## config.mk

```make
export PLATFORM = sky130hd
export DESIGN_NAME = adc_reg_ctrl
export DESIGN_NICKNAME = d
export VERILOG_FILES = /design/src/rtl/adc_regs_pkg.sv /design/src/rtl/adc_settle_timer.sv /design/src/rtl/adc_conv_seq.sv /design/src/rtl/adc_result_reg.sv /design/src/rtl/adc_reg_ctrl.sv
export SDC_FILE = /design/constraint.sdc
export NUM_CORES = 1
export LEC_CHECK = 0
export BUFFER_PORTS_ARGS = -buffer_cell sky130_fd_sc_hd__buf_4
export CORE_UTILIZATION = 25
export DETAILED_ROUTE_END_ITERATION = 8
export GPL_TIMING_DRIVEN = 0
export HOLD_SLACK_MARGIN = 0.1
export PLACE_DENSITY_LB_ADDON = 0.15
export SLEW_MARGIN = 20
export SYNTH_ARGS = -nofsm -noshare
export SYNTH_HDL_FRONTEND = slang
export SYNTH_SLANG_ARGS = --single-unit
```

## constraint.sdc

```tcl
create_clock -name clk -period 4.7 [get_ports clk]
set_clock_uncertainty 0.05 [all_clocks]
set_input_delay 0.94 -clock clk [delete_from_list [all_inputs] [get_ports clk]]
set_output_delay 0.94 -clock clk [all_outputs]
set_load 0.02 [all_outputs]
```

## src/rtl/adc_regs_pkg.sv

```systemverilog
package adc_regs_pkg;
  localparam int DW       = 32;
  localparam int CODE_W   = 12;
  localparam int CTRL_W   = 8;
  localparam int SIGN_W   = 4;
  localparam int LSB_PAD  = DW - SIGN_W - CODE_W;

  localparam int A_CTRL = 0;
  localparam int A_POS  = 1;
  localparam int A_NEG  = 2;
  localparam int A_STAT = 3;
  localparam int A_DATA = 4;
  localparam int A_OFS  = 5;
  localparam int A_GAIN = 6;
  localparam int A_RST  = 7;

  typedef enum logic [1:0] {
    IN_SINGLE = 2'b00,
    IN_DIFF   = 2'b01,
    IN_PSEUDO = 2'b10,
    IN_RSVD   = 2'b11
  } in_mode_e;

  typedef enum logic [2:0] {
    CT_NONE   = 3'b000,
    CT_SINGLE = 3'b001,
    CT_CONT   = 3'b010
  } conv_type_e;

  typedef struct packed {
    logic       conv_en;
    logic       adc_en;
    logic       pwr_on;
    in_mode_e   mode;
    logic [2:0] ctype;
  } ctrl_t;
endpackage

```

## src/rtl/adc_settle_timer.sv

```systemverilog
module adc_settle_timer #(
  parameter int unsigned SETTLE_CYC = 62500
) (
  input  logic clk,
  input  logic rst,
  input  logic clr,
  output logic settled_o
);
  localparam int CNT_W = $clog2(SETTLE_CYC + 1);
  localparam logic [CNT_W-1:0] LIMIT = CNT_W'(SETTLE_CYC);

  logic [CNT_W-1:0] cnt;

  always_ff @(posedge clk) begin
    if (rst || clr) cnt <= '0;
    else if (cnt != LIMIT) cnt <= cnt + 1'b1;
  end

  assign settled_o = (cnt == LIMIT);

  // settling can only complete in a cycle where the wait was not cleared
  assert_settle_no_clr_R4: assert property (@(posedge clk) disable iff (rst)
    $rose(settled_o) |-> $past(!clr));
endmodule

```

## src/rtl/adc_conv_seq.sv

```systemverilog
module adc_conv_seq
  import adc_regs_pkg::*;
(
  input  logic     clk,
  input  logic     rst,
  input  logic     abort,
  input  logic     req,
  input  logic     gate,
  input  logic     done,
  input  in_mode_e mode_in,
  output logic     start_o,
  output logic     busy_o,
  output in_mode_e mode_o,
  output logic     accept_o
);
  assign accept_o = busy_o & done & ~abort;

  always_ff @(posedge clk) begin
    if (rst || abort) begin
      start_o <= 1'b0;
      busy_o  <= 1'b0;
      mode_o  <= IN_SINGLE;
    end else begin
      start_o <= 1'b0;
      if (!busy_o && req && gate) begin
        start_o <= 1'b1;
        busy_o  <= 1'b1;
        mode_o  <= mode_in;
      end else if (accept_o) begin
        busy_o <= 1'b0;
      end
    end
  end

  // a start pulse only ever launches from idle, raising busy with it
  assert_start_from_idle_R6: assert property (@(posedge clk) disable iff (rst)
    start_o |-> (busy_o && !$past(busy_o)));

  // busy only falls after a done was seen or an abort arrived
  assert_busy_drop_R6: assert property (@(posedge clk) disable iff (rst)
    $fell(busy_o) |-> $past(done || abort));
endmodule

```

## src/rtl/adc_result_reg.sv

```systemverilog
module adc_result_reg
  import adc_regs_pkg::*;
(
  input  logic              clk,
  input  logic              rst,
  input  logic              clr,
  input  logic              accept,
  input  logic              rd_clr,
  input  in_mode_e          mode,
  input  logic [CODE_W-1:0] code,
  output logic [DW-1:0]     data_o,
  output logic              ready_o,
  output logic              irq_o
);
  logic [SIGN_W-1:0] ext;

  always_comb ext = (mode == IN_DIFF) ? {SIGN_W{code[CODE_W-1]}} : '0;

  always_ff @(posedge clk) begin
    if (rst || clr) begin
      data_o  <= '0;
      ready_o <= 1'b0;
      irq_o   <= 1'b0;
    end else begin
      irq_o <= accept;
      if (accept) begin
        data_o  <= {ext, code, {LSB_PAD{1'b0}}};
        ready_o <= 1'b1;
      end else if (rd_clr) begin
        ready_o <= 1'b0;
      end
    end
  end

  // the interrupt pulse coincides with a set ready flag
  assert_irq_ready_R8: assert property (@(posedge clk) disable iff (rst)
    irq_o |-> ready_o);

  // a result read without a simultaneous completion clears ready
  assert_read_clears_R9: assert property (@(posedge clk) disable iff (rst)
    (rd_clr && !accept && !clr) |=> !ready_o);

  // low half stays zero and the sign nibble is all zeros or all ones
  assert_fmt_R7: assert property (@(posedge clk) disable iff (rst)
    (data_o[LSB_PAD-1:0] == '0) &&
    ((data_o[DW-1 -: SIGN_W] == '0) || (data_o[DW-1 -: SIGN_W] == '1)));
endmodule

```

## src/rtl/adc_reg_ctrl.sv

```systemverilog
module adc_reg_ctrl
  import adc_regs_pkg::*;
#(
  parameter int ADDR_W      = 4,
  parameter int CH_W        = 5,
  parameter int CAL_W       = 10,
  parameter int CAL_DEFAULT = 512,
  parameter int CLK_FREQ_HZ = 125_000_000,
  parameter int SETTLE_US   = 500
) (
  input  logic              clk,
  input  logic              rst,
  input  logic [ADDR_W-1:0] bus_addr,
  input  logic              bus_wr,
  input  logic              bus_rd,
  input  logic [31:0]       bus_wdata,
  output logic [31:0]       bus_rdata,
  output logic              conv_start,
  input  logic              conv_done,
  input  logic [11:0]       conv_code,
  output logic [1:0]        conv_mode,
  output logic [CH_W-1:0]   chan_pos,
  output logic [CH_W-1:0]   chan_neg,
  output logic [CAL_W-1:0]  cal_offset,
  output logic [CAL_W-1:0]  cal_gain,
  output logic              adc_busy,
  output logic              adc_irq
);
  localparam int unsigned SETTLE_RAW = (CLK_FREQ_HZ / 1_000_000) * SETTLE_US;
  localparam int unsigned SETTLE_CYC = (SETTLE_RAW == 0) ? 1 : SETTLE_RAW;
  localparam logic [CAL_W-1:0] CAL_RST = CAL_W'(CAL_DEFAULT);

  ctrl_t            ctrl_q;
  ctrl_t            wd_ctrl;
  logic [CH_W-1:0]  pos_q, neg_q;
  logic [CAL_W-1:0] ofs_q, gain_q;
  logic             sw_req;
  logic             settled;
  logic             soft_rst, wr_ctrl, rd_clr;
  logic             req, gate, accept, ready;
  logic [DW-1:0]    data_q;
  in_mode_e         mode_lat;
  logic             unused_wdata_hi;

  assign unused_wdata_hi = ^bus_wdata[DW-1:CAL_W];

  assign wd_ctrl  = ctrl_t'(bus_wdata[CTRL_W-1:0]);
  assign soft_rst = bus_wr && (bus_addr == ADDR_W'(A_RST));
  assign wr_ctrl  = bus_wr && (bus_addr == ADDR_W'(A_CTRL));
  assign rd_clr   = bus_rd && (bus_addr == ADDR_W'(A_DATA));

  // register file
  always_ff @(posedge clk) begin
    if (rst || soft_rst) begin
      ctrl_q <= '0;
      pos_q  <= '0;
      neg_q  <= '0;
      ofs_q  <= CAL_RST;
      gain_q <= CAL_RST;
      sw_req <= 1'b0;
    end else begin
      sw_req <= wr_ctrl && wd_ctrl.conv_en && (wd_ctrl.ctype == CT_SINGLE);
      if (wr_ctrl) ctrl_q <= wd_ctrl;
      if (bus_wr && bus_addr == ADDR_W'(A_POS))  pos_q  <= bus_wdata[CH_W-1:0];
      if (bus_wr && bus_addr == ADDR_W'(A_NEG))  neg_q  <= bus_wdata[CH_W-1:0];
      if (bus_wr && bus_addr == ADDR_W'(A_OFS))  ofs_q  <= bus_wdata[CAL_W-1:0];
      if (bus_wr && bus_addr == ADDR_W'(A_GAIN)) gain_q <= bus_wdata[CAL_W-1:0];
    end
  end

  // registered read mux
  always_ff @(posedge clk) begin
    if (rst) begin
      bus_rdata <= '0;
    end else if (bus_rd) begin
      case (bus_addr)
        ADDR_W'(A_CTRL): bus_rdata <= {{(DW-CTRL_W){1'b0}}, ctrl_q};
        ADDR_W'(A_POS):  bus_rdata <= {{(DW-CH_W){1'b0}}, pos_q};
        ADDR_W'(A_NEG):  bus_rdata <= {{(DW-CH_W){1'b0}}, neg_q};
        ADDR_W'(A_STAT): bus_rdata <= {{(DW-1){1'b0}}, ready};
        ADDR_W'(A_DATA): bus_rdata <= data_q;
        ADDR_W'(A_OFS):  bus_rdata <= {{(DW-CAL_W){1'b0}}, ofs_q};
        ADDR_W'(A_GAIN): bus_rdata <= {{(DW-CAL_W){1'b0}}, gain_q};
        default:         bus_rdata <= '0;
      endcase
    end else begin
      bus_rdata <= '0;
    end
  end

  adc_settle_timer #(.SETTLE_CYC(SETTLE_CYC)) u_settle (
    .clk       (clk),
    .rst       (rst),
    .clr       (soft_rst || !ctrl_q.pwr_on),
    .settled_o (settled)
  );

  assign req  = sw_req || (ctrl_q.ctype == CT_CONT);
  assign gate = ctrl_q.conv_en && ctrl_q.adc_en && ctrl_q.pwr_on && settled;

  adc_conv_seq u_seq (
    .clk      (clk),
    .rst      (rst),
    .abort    (soft_rst),
    .req      (req),
    .gate     (gate),
    .done     (conv_done),
    .mode_in  (ctrl_q.mode),
    .start_o  (conv_start),
    .busy_o   (adc_busy),
    .mode_o   (mode_lat),
    .accept_o (accept)
  );

  adc_result_reg u_result (
    .clk     (clk),
    .rst     (rst),
    .clr     (soft_rst),
    .accept  (accept),
    .rd_clr  (rd_clr),
    .mode    (mode_lat),
    .code    (conv_code),
    .data_o  (data_q),
    .ready_o (ready),
    .irq_o   (adc_irq)
  );

  assign conv_mode  = mode_lat;
  assign chan_pos   = pos_q;
  assign chan_neg   = neg_q;
  assign cal_offset = ofs_q;
  assign cal_gain   = gain_q;

  // a start pulse needs a settled, powered, enabled converter one cycle before
  assert_no_early_start_R4: assert property (@(posedge clk) disable iff (rst)
    conv_start |-> $past(settled && ctrl_q.pwr_on && ctrl_q.adc_en && ctrl_q.conv_en));

  // a reset-register write returns control to default and drops busy
  assert_soft_reset_R10: assert property (@(posedge clk) disable iff (rst)
    soft_rst |=> (!adc_busy && ctrl_q == '0 && !settled));
endmodule

```

### Word-level counts from Yosys, hierarchy flattened

Cells that the tools add are included.

* input bits: 53
* output and inout bits: 67
* logic and storage cells: 66
* bits in registers: 109

* add/sub/neg operators: 1
* eq/ne operators: 12
* bitwise operators: 4
* reductions and logical operators: 24
* muxes and demuxes: 7

Operator list (number)
* 32-bit one-hot mux with 7 select lines: 1
* 16-bit by 1-bit adder with 16-bit output (second input constant): 1
* 16-bit == test (second input constant): 1
* 4-bit by 3-bit == test with 1-bit output (second input constant): 4
* 16-bit inequality test (second input constant): 1
* 1-bit logical AND: 14
* 4-bit by 2-bit == test with 1-bit output (second input constant): 2
* 1-bit two-way mux: 5
* 4-bit by 1-bit == test with 1-bit output (second input constant): 1
* 4-bit logical NOT: 1
* 1-bit logical OR: 4
* 4-bit two-way mux: 1
* 2-bit nonzero test: 2
* 3-bit by 1-bit == test with 1-bit output (second input constant): 1
* 3-bit by 2-bit == test with 1-bit output (second input constant): 1
* 1-bit AND: 2
* 2-bit by 1-bit == test with 1-bit output (second input constant): 1
* 1-bit logical NOT: 2
* 1-bit NOT: 2
* 2-bit OR reduction: 1

### Depth between registers and ports, before layout

* depth in word-level cells: 6
* mapped depth: 7
* mapped depth without buffers: 6

### Modules after synthesis

Synthesis repeated with hierarchy kept, for this count alone.

* cells, all modules: 453
* area total of the unflattened synthesis: 4526.8 sq um

Modules (own cells, without submodules)
* adc_reg_ctrl: times used 1, area an instance 2792.7 sq um, cells an instance 272, seq. area each 1421.4 sq um
* adc_settle_timer: times used 1, area an instance 849.6 sq um, cells an instance 94, seq. area each 320.3 sq um
* adc_result_reg: times used 1, area an instance 706.9 sq um, cells an instance 71, seq. area each 300.3 sq um
* adc_conv_seq: times used 1, area an instance 177.7 sq um, cells an instance 16, seq. area each 80.1 sq um

### Least setup slack after synthesis

No wires, ideal clock.

* path kind: in2reg
* start: input port bus_addr[3]
* end: register u_result.data_o[16]
* setup slack: 2.222 ns
* required time: 4.522 ns
* cell stages on the path: 6
* setup time: 0.128 ns
* path buffers: 2
* arrival: 2.301 ns
* cell sequence: buf_2 > and4b_1 > a21oi_1 > buf_2 > mux2i_1 > nor2_1

* cells in the longest elaborated chain, start to end: 4
* elaborated cells on any way between the ends: 5
* classes of those cells: 1 x eq/ne; 2 x bitwise; 2 x reduce/logical

Ends and longest elaborated chain
* start, declared: RTL line adc_reg_ctrl.sv:13 `input logic [ADDR_W-1:0] bus_addr,`
* 4-bit by 3-bit == test with 1-bit output *: RTL line adc_reg_ctrl.sv:48 `assign soft_rst = bus_wr && (bus_addr == ADDR_W'(A_RST));`
* 1-bit logical AND *: RTL line adc_reg_ctrl.sv:48
* 1-bit NOT: RTL line adc_conv_seq.sv:16 `assign accept_o = busy_o & done & ~abort;`
* 1-bit AND: RTL line adc_conv_seq.sv:16
* end signal, assigned: RTL line adc_result_reg.sv:27 `data_o <= {ext, code, {LSB_PAD{1'b0}}};`
* end, declared: RTL line adc_result_reg.sv:11 `output logic [DW-1:0] data_o,`

Every way passes the cells marked *; elsewhere a longest branch is shown, timed or not.
A chain may end at the register's enable or synchronous reset.

### Worst setup path after layout

* start: input port bus_addr[2]
* end: register gain_q[5], in the netlist cal_gain[5]

* cells in the longest elaborated chain, start to end: 3
* elaborated cells on any way between the ends: 5
* classes of those cells: 2 x eq/ne; 3 x reduce/logical

Ends and longest elaborated chain
* 4-bit by 3-bit == test with 1-bit output: RTL line adc_reg_ctrl.sv:48
* 1-bit logical AND: RTL line adc_reg_ctrl.sv:48
* 1-bit logical OR: RTL line adc_reg_ctrl.sv:54 `if (rst || soft_rst) begin`
* end signal, assigned: RTL line adc_reg_ctrl.sv:67 `if (bus_wr && bus_addr == ADDR_W'(A_GAIN)) gain_q <= bus_wdata[CAL_W-1:0];`
* end, declared: RTL line adc_reg_ctrl.sv:36 `logic [CAL_W-1:0] ofs_q, gain_q;`

Several ways; a longest one is shown, not always the timed one.

==> run_results.csv <==
group,metric,value,unit
setup_path,path_cells,"buf_4 > clkbuf_1 > nor4bb_1 > clkbuf_1 > clkbuf_1 > nand3_1 > a21oi_1",
global_routing,grt_first_pass_wirelength,17100,µm
setup_path,critPathRequiredTime,4930,ps
sta,setup_viol,0,
clocking,cts_tree,"built",
sta,max_freq,385,MHz
synthesis,syn-cell-area,0.00385,mm²
synthesis,postSynthAreaPerCell,9.19,µm²
drt,drc_errors,0,
clocking,postCtsSetupRepairBufs,0,
sta,slew_worst_pin,744,ps
sta,totalNegativeSetupSlack,0,ps
global_routing,grt_pass1_vias,3155,
die,design.die.area,0.0159,mm²
die,placeableCoreArea,0.0148,mm²
synthesis,post-synth-top-area-cell,"dfxtp_1",
final_layout,most-common-layout-cells,"buf_4, dfxtp_1, nor2_1, nand2_1, mux2i_1",
synthesis,synth_warnings,0,
final_layout,relative_area_change_from_synthesis_to_final_layout,31.9,%
drt,antenna_violating_nets_post_route,0,
global_routing,grt_max_degree,18,
sta,period_needed,2600,ps
global_routing,antenna_found_initial,0,
clocking,post_cts.resized_instances,0,
sta,setup_repair_after_global_routing_missed_its_margin,"no",
setup_path,delay_of_the_slowest_cell_on_the_worst_path,420,ps
setup_path,worstSetupStartpointType,"primary input",
setup_path,critical-path-slowest-cell,"clkbuf_1",
clocking,clock_path_buffers,2,
synthesis,number_of_distinct_library_cells_after_synthesis,42,
die,dieHeight,126,µm
global_routing,groute.layer.met2.usage,21.5,%
setup_path,critical_path_buf_inv_count,4,
setup_path,timing_worst_setup_path_type,"in -> reg",
synthesis,synth.yosys.seq_area_share,50.4,%
clocking,cts_inserted_buffers,9,
setup_path,timing.critical_path.max_delay_family,"buffers and inverters",
synthesis,netlist_top_cells_area,"dfxtp_1, mux2i_1, nor2_1",
power_and_ir_drop,vdd_drop_max,171,µV
synthesis,netlist_instances,419,
clocking,clock_sink_count,97,
hold_path,hold_path_class,"reg -> reg",
synthesis,ys_ff_latch,97,
setup_path,critPathArrivalTime,2830,ps
place,dp_hpwl,8080,µm
drt,via_per_inst,4.58,
die,start_util,26.1,%
global_routing,grt_use_total,14.2,%
status,status,"finished, final reports clean",
final_layout,fillers,1555,
place,place.gp.congestion,0.762,
setup_path,path_common_cell,"clkbuf_1",
clocking,worstSkewPairLatency,350,ps
sta,maxSlewViolCount,0,
global_routing,grt_use_met3,3.95,%
clocking,cts_htree_levels,3,
drt,dr_total_vias,3267,
final_layout,final_net_count,580,
place,placed_cells_incl_taps,698,
die,i_o_pin_count,120,
final_layout,stdcell_count,714,
synthesis,synth_top_area_share,50.4,%
final_layout,total_inserted_antenna_cells,0,
drt,routed_wl,10800,µm
global_routing,grt.overflow.total,0,
run,cap_violations,0,
power_and_ir_drop,power_density,331,mW/mm²
power_and_ir_drop,leakagePower,0.00209,µW
clocking,ctsHoldBuffers,0,
clocking,clockRootBuffer,"clkbuf_16",
sta,report.final.hold_viol_count,0,
global_routing,top_usage_layer,"met2",
place,numPortBuffers,90,
final_layout,post_route_cells_drive_above_1_share,22.6,%
global_routing,gr-usage-met1,19.0,%
clocking,clkSlewWorstSetupHoldPaths,80,ps
sta,final_min_period_over_clock_period,55.3,%
setup_path,timing.critical_path.to_type,"flip-flop",
drt,drtIter0Drc,147,
final_layout,most_frequent_standard_cell_in_the_layout_excluding_fill_and_tap_cells,"buf_4",
sta,worst_slew_margin_rel,50.4,%
die,die_w,126,µm
drt,wl_per_cell,15.2,µm
setup_path,cp_max_fo,10,
die,num_rows,44,
drt,drt-pass1-iter-count,4,
cells in the mapped netlist (all sizes together):
library cell  instances
a21boi                1
a21o                  1
a21oi                30
a222oi                1
a22o                 11
a22oi                 9
a311o                 1
a31oi                 1
and2                 17
and3                  2
and4                  2
and4b                 2
buf                  12
clkbuf               21
conb                  1
dfxtp                97
ha                    2
inv                   4
mux2                  1
mux2i                33
nand2                33
nand2b                5
nand3                31
nand4                 5
nand4b                3
nor2                 56
nor2b                 4
nor3                  1
nor3b                 1
nor4                  1
nor4bb                2
o211ai                2
o21ai                 8
or2                   1
or3                   3
or4                   2
or4bb                 2
xnor2                 2
xor2                  8
where the power goes:
| part | total [µW] | internal [µW] | switching (µW) |
|---|---|---|---|
| Sequential | 830 | 826 | 3.87 |
| Combinational | 97.4 | 37.0 | 60.4 |
| Clock | 753 | 416 | 337 |
| Total | 1680 | 1280 | 401 |
per-layer routing:
| metal | up-vias | share of wire [%] |
|---|---|---|
| met4 | 0 | 0.94 |
| met2 | 77 | 46 |
| met1 | 1533 | 48 |
| met3 | 6 | 5.6 |
| met5 | - | 0 |
| li1 | 1651 | - |
cells by family after synthesis:
family	count (synthesis)	synth area share, %
AND/OR/NAND/NOR	173	22.4
flip-flops	97	50.4
AO/OA/AOI/OAI	65	10.7
buffers and inverters	37	4.58
multiplexers	34	8.87
XOR/XNOR	10	2.28
adder cells (fa/ha/maj)	2	0.650
other	1	0.0974
state kept, by name (all words and copies together), names as in the netlist, 2 cells and up:
register,flops
chan_neg,5
u_result.data_o,13
cal_gain,10
chan_pos,5
u_settle.cnt,16
cal_offset,10
ctrl_q,8
u_seq.mode_o,2
bus_rdata,23
path summary, 6_finish.rpt:
check / start / end / slack (ps) / cells after the start
hold reg to reg: u_result.data_o[18]$_SDFFE_PP0P_ / bus_rdata[18]$_SDFF_PP0_ / 400 / 1
hold / removal: u_result.data_o[18]$_SDFFE_PP0P_ / bus_rdata[18]$_SDFF_PP0_ / 400 / 1
setup reg to reg: u_settle.cnt[6]$_SDFFE_PP0P_ / u_seq.mode_o[1]$_SDFFE_PP0P_ / 2580 / 5
setup / recovery: bus_addr[2] / cal_gain[5]$_SDFFE_PP0P_ / 2100 / 7
metrics by stage:
step | worst slack [ps] | power [µW] | utilization [%] | hold WS, ps | area, µm²
5_1_grt | 1990 | 1750 | 34.4 | 427 | 5080
4_1_cts | 2160 | 1700 | 34.4 | 407 | 5080
6_report | 2100 | 1680 | 34.4 | 404 | 5080
3_3_place_gp | 1700 | 946 | 32.4 | 385 | 4770
3_5_place_dp | 1790 | 947 | 32.4 | 390 | 4770
2_1_floorplan | 2220 | 897 | - | 379 | 3870
area by class of cell:
class | count | area (µm²) | area share (%)
Buffer | 33 | 161 | 3.18
Sequential cell | 97 | 1940 | 38.2
Tap cell | 184 | 230 | 4.53
Inverter | 4 | 15.0 | 0.296
Multi-Input combinational cell | 290 | 1750 | 34.5
Clock buffer | 9 | 225 | 4.43
Clock inverter | 7 | 78.8 | 1.55
Timing Repair Buffer | 90 | 676 | 13.3
Note: power is estimated with default switching activity, not from simulation.
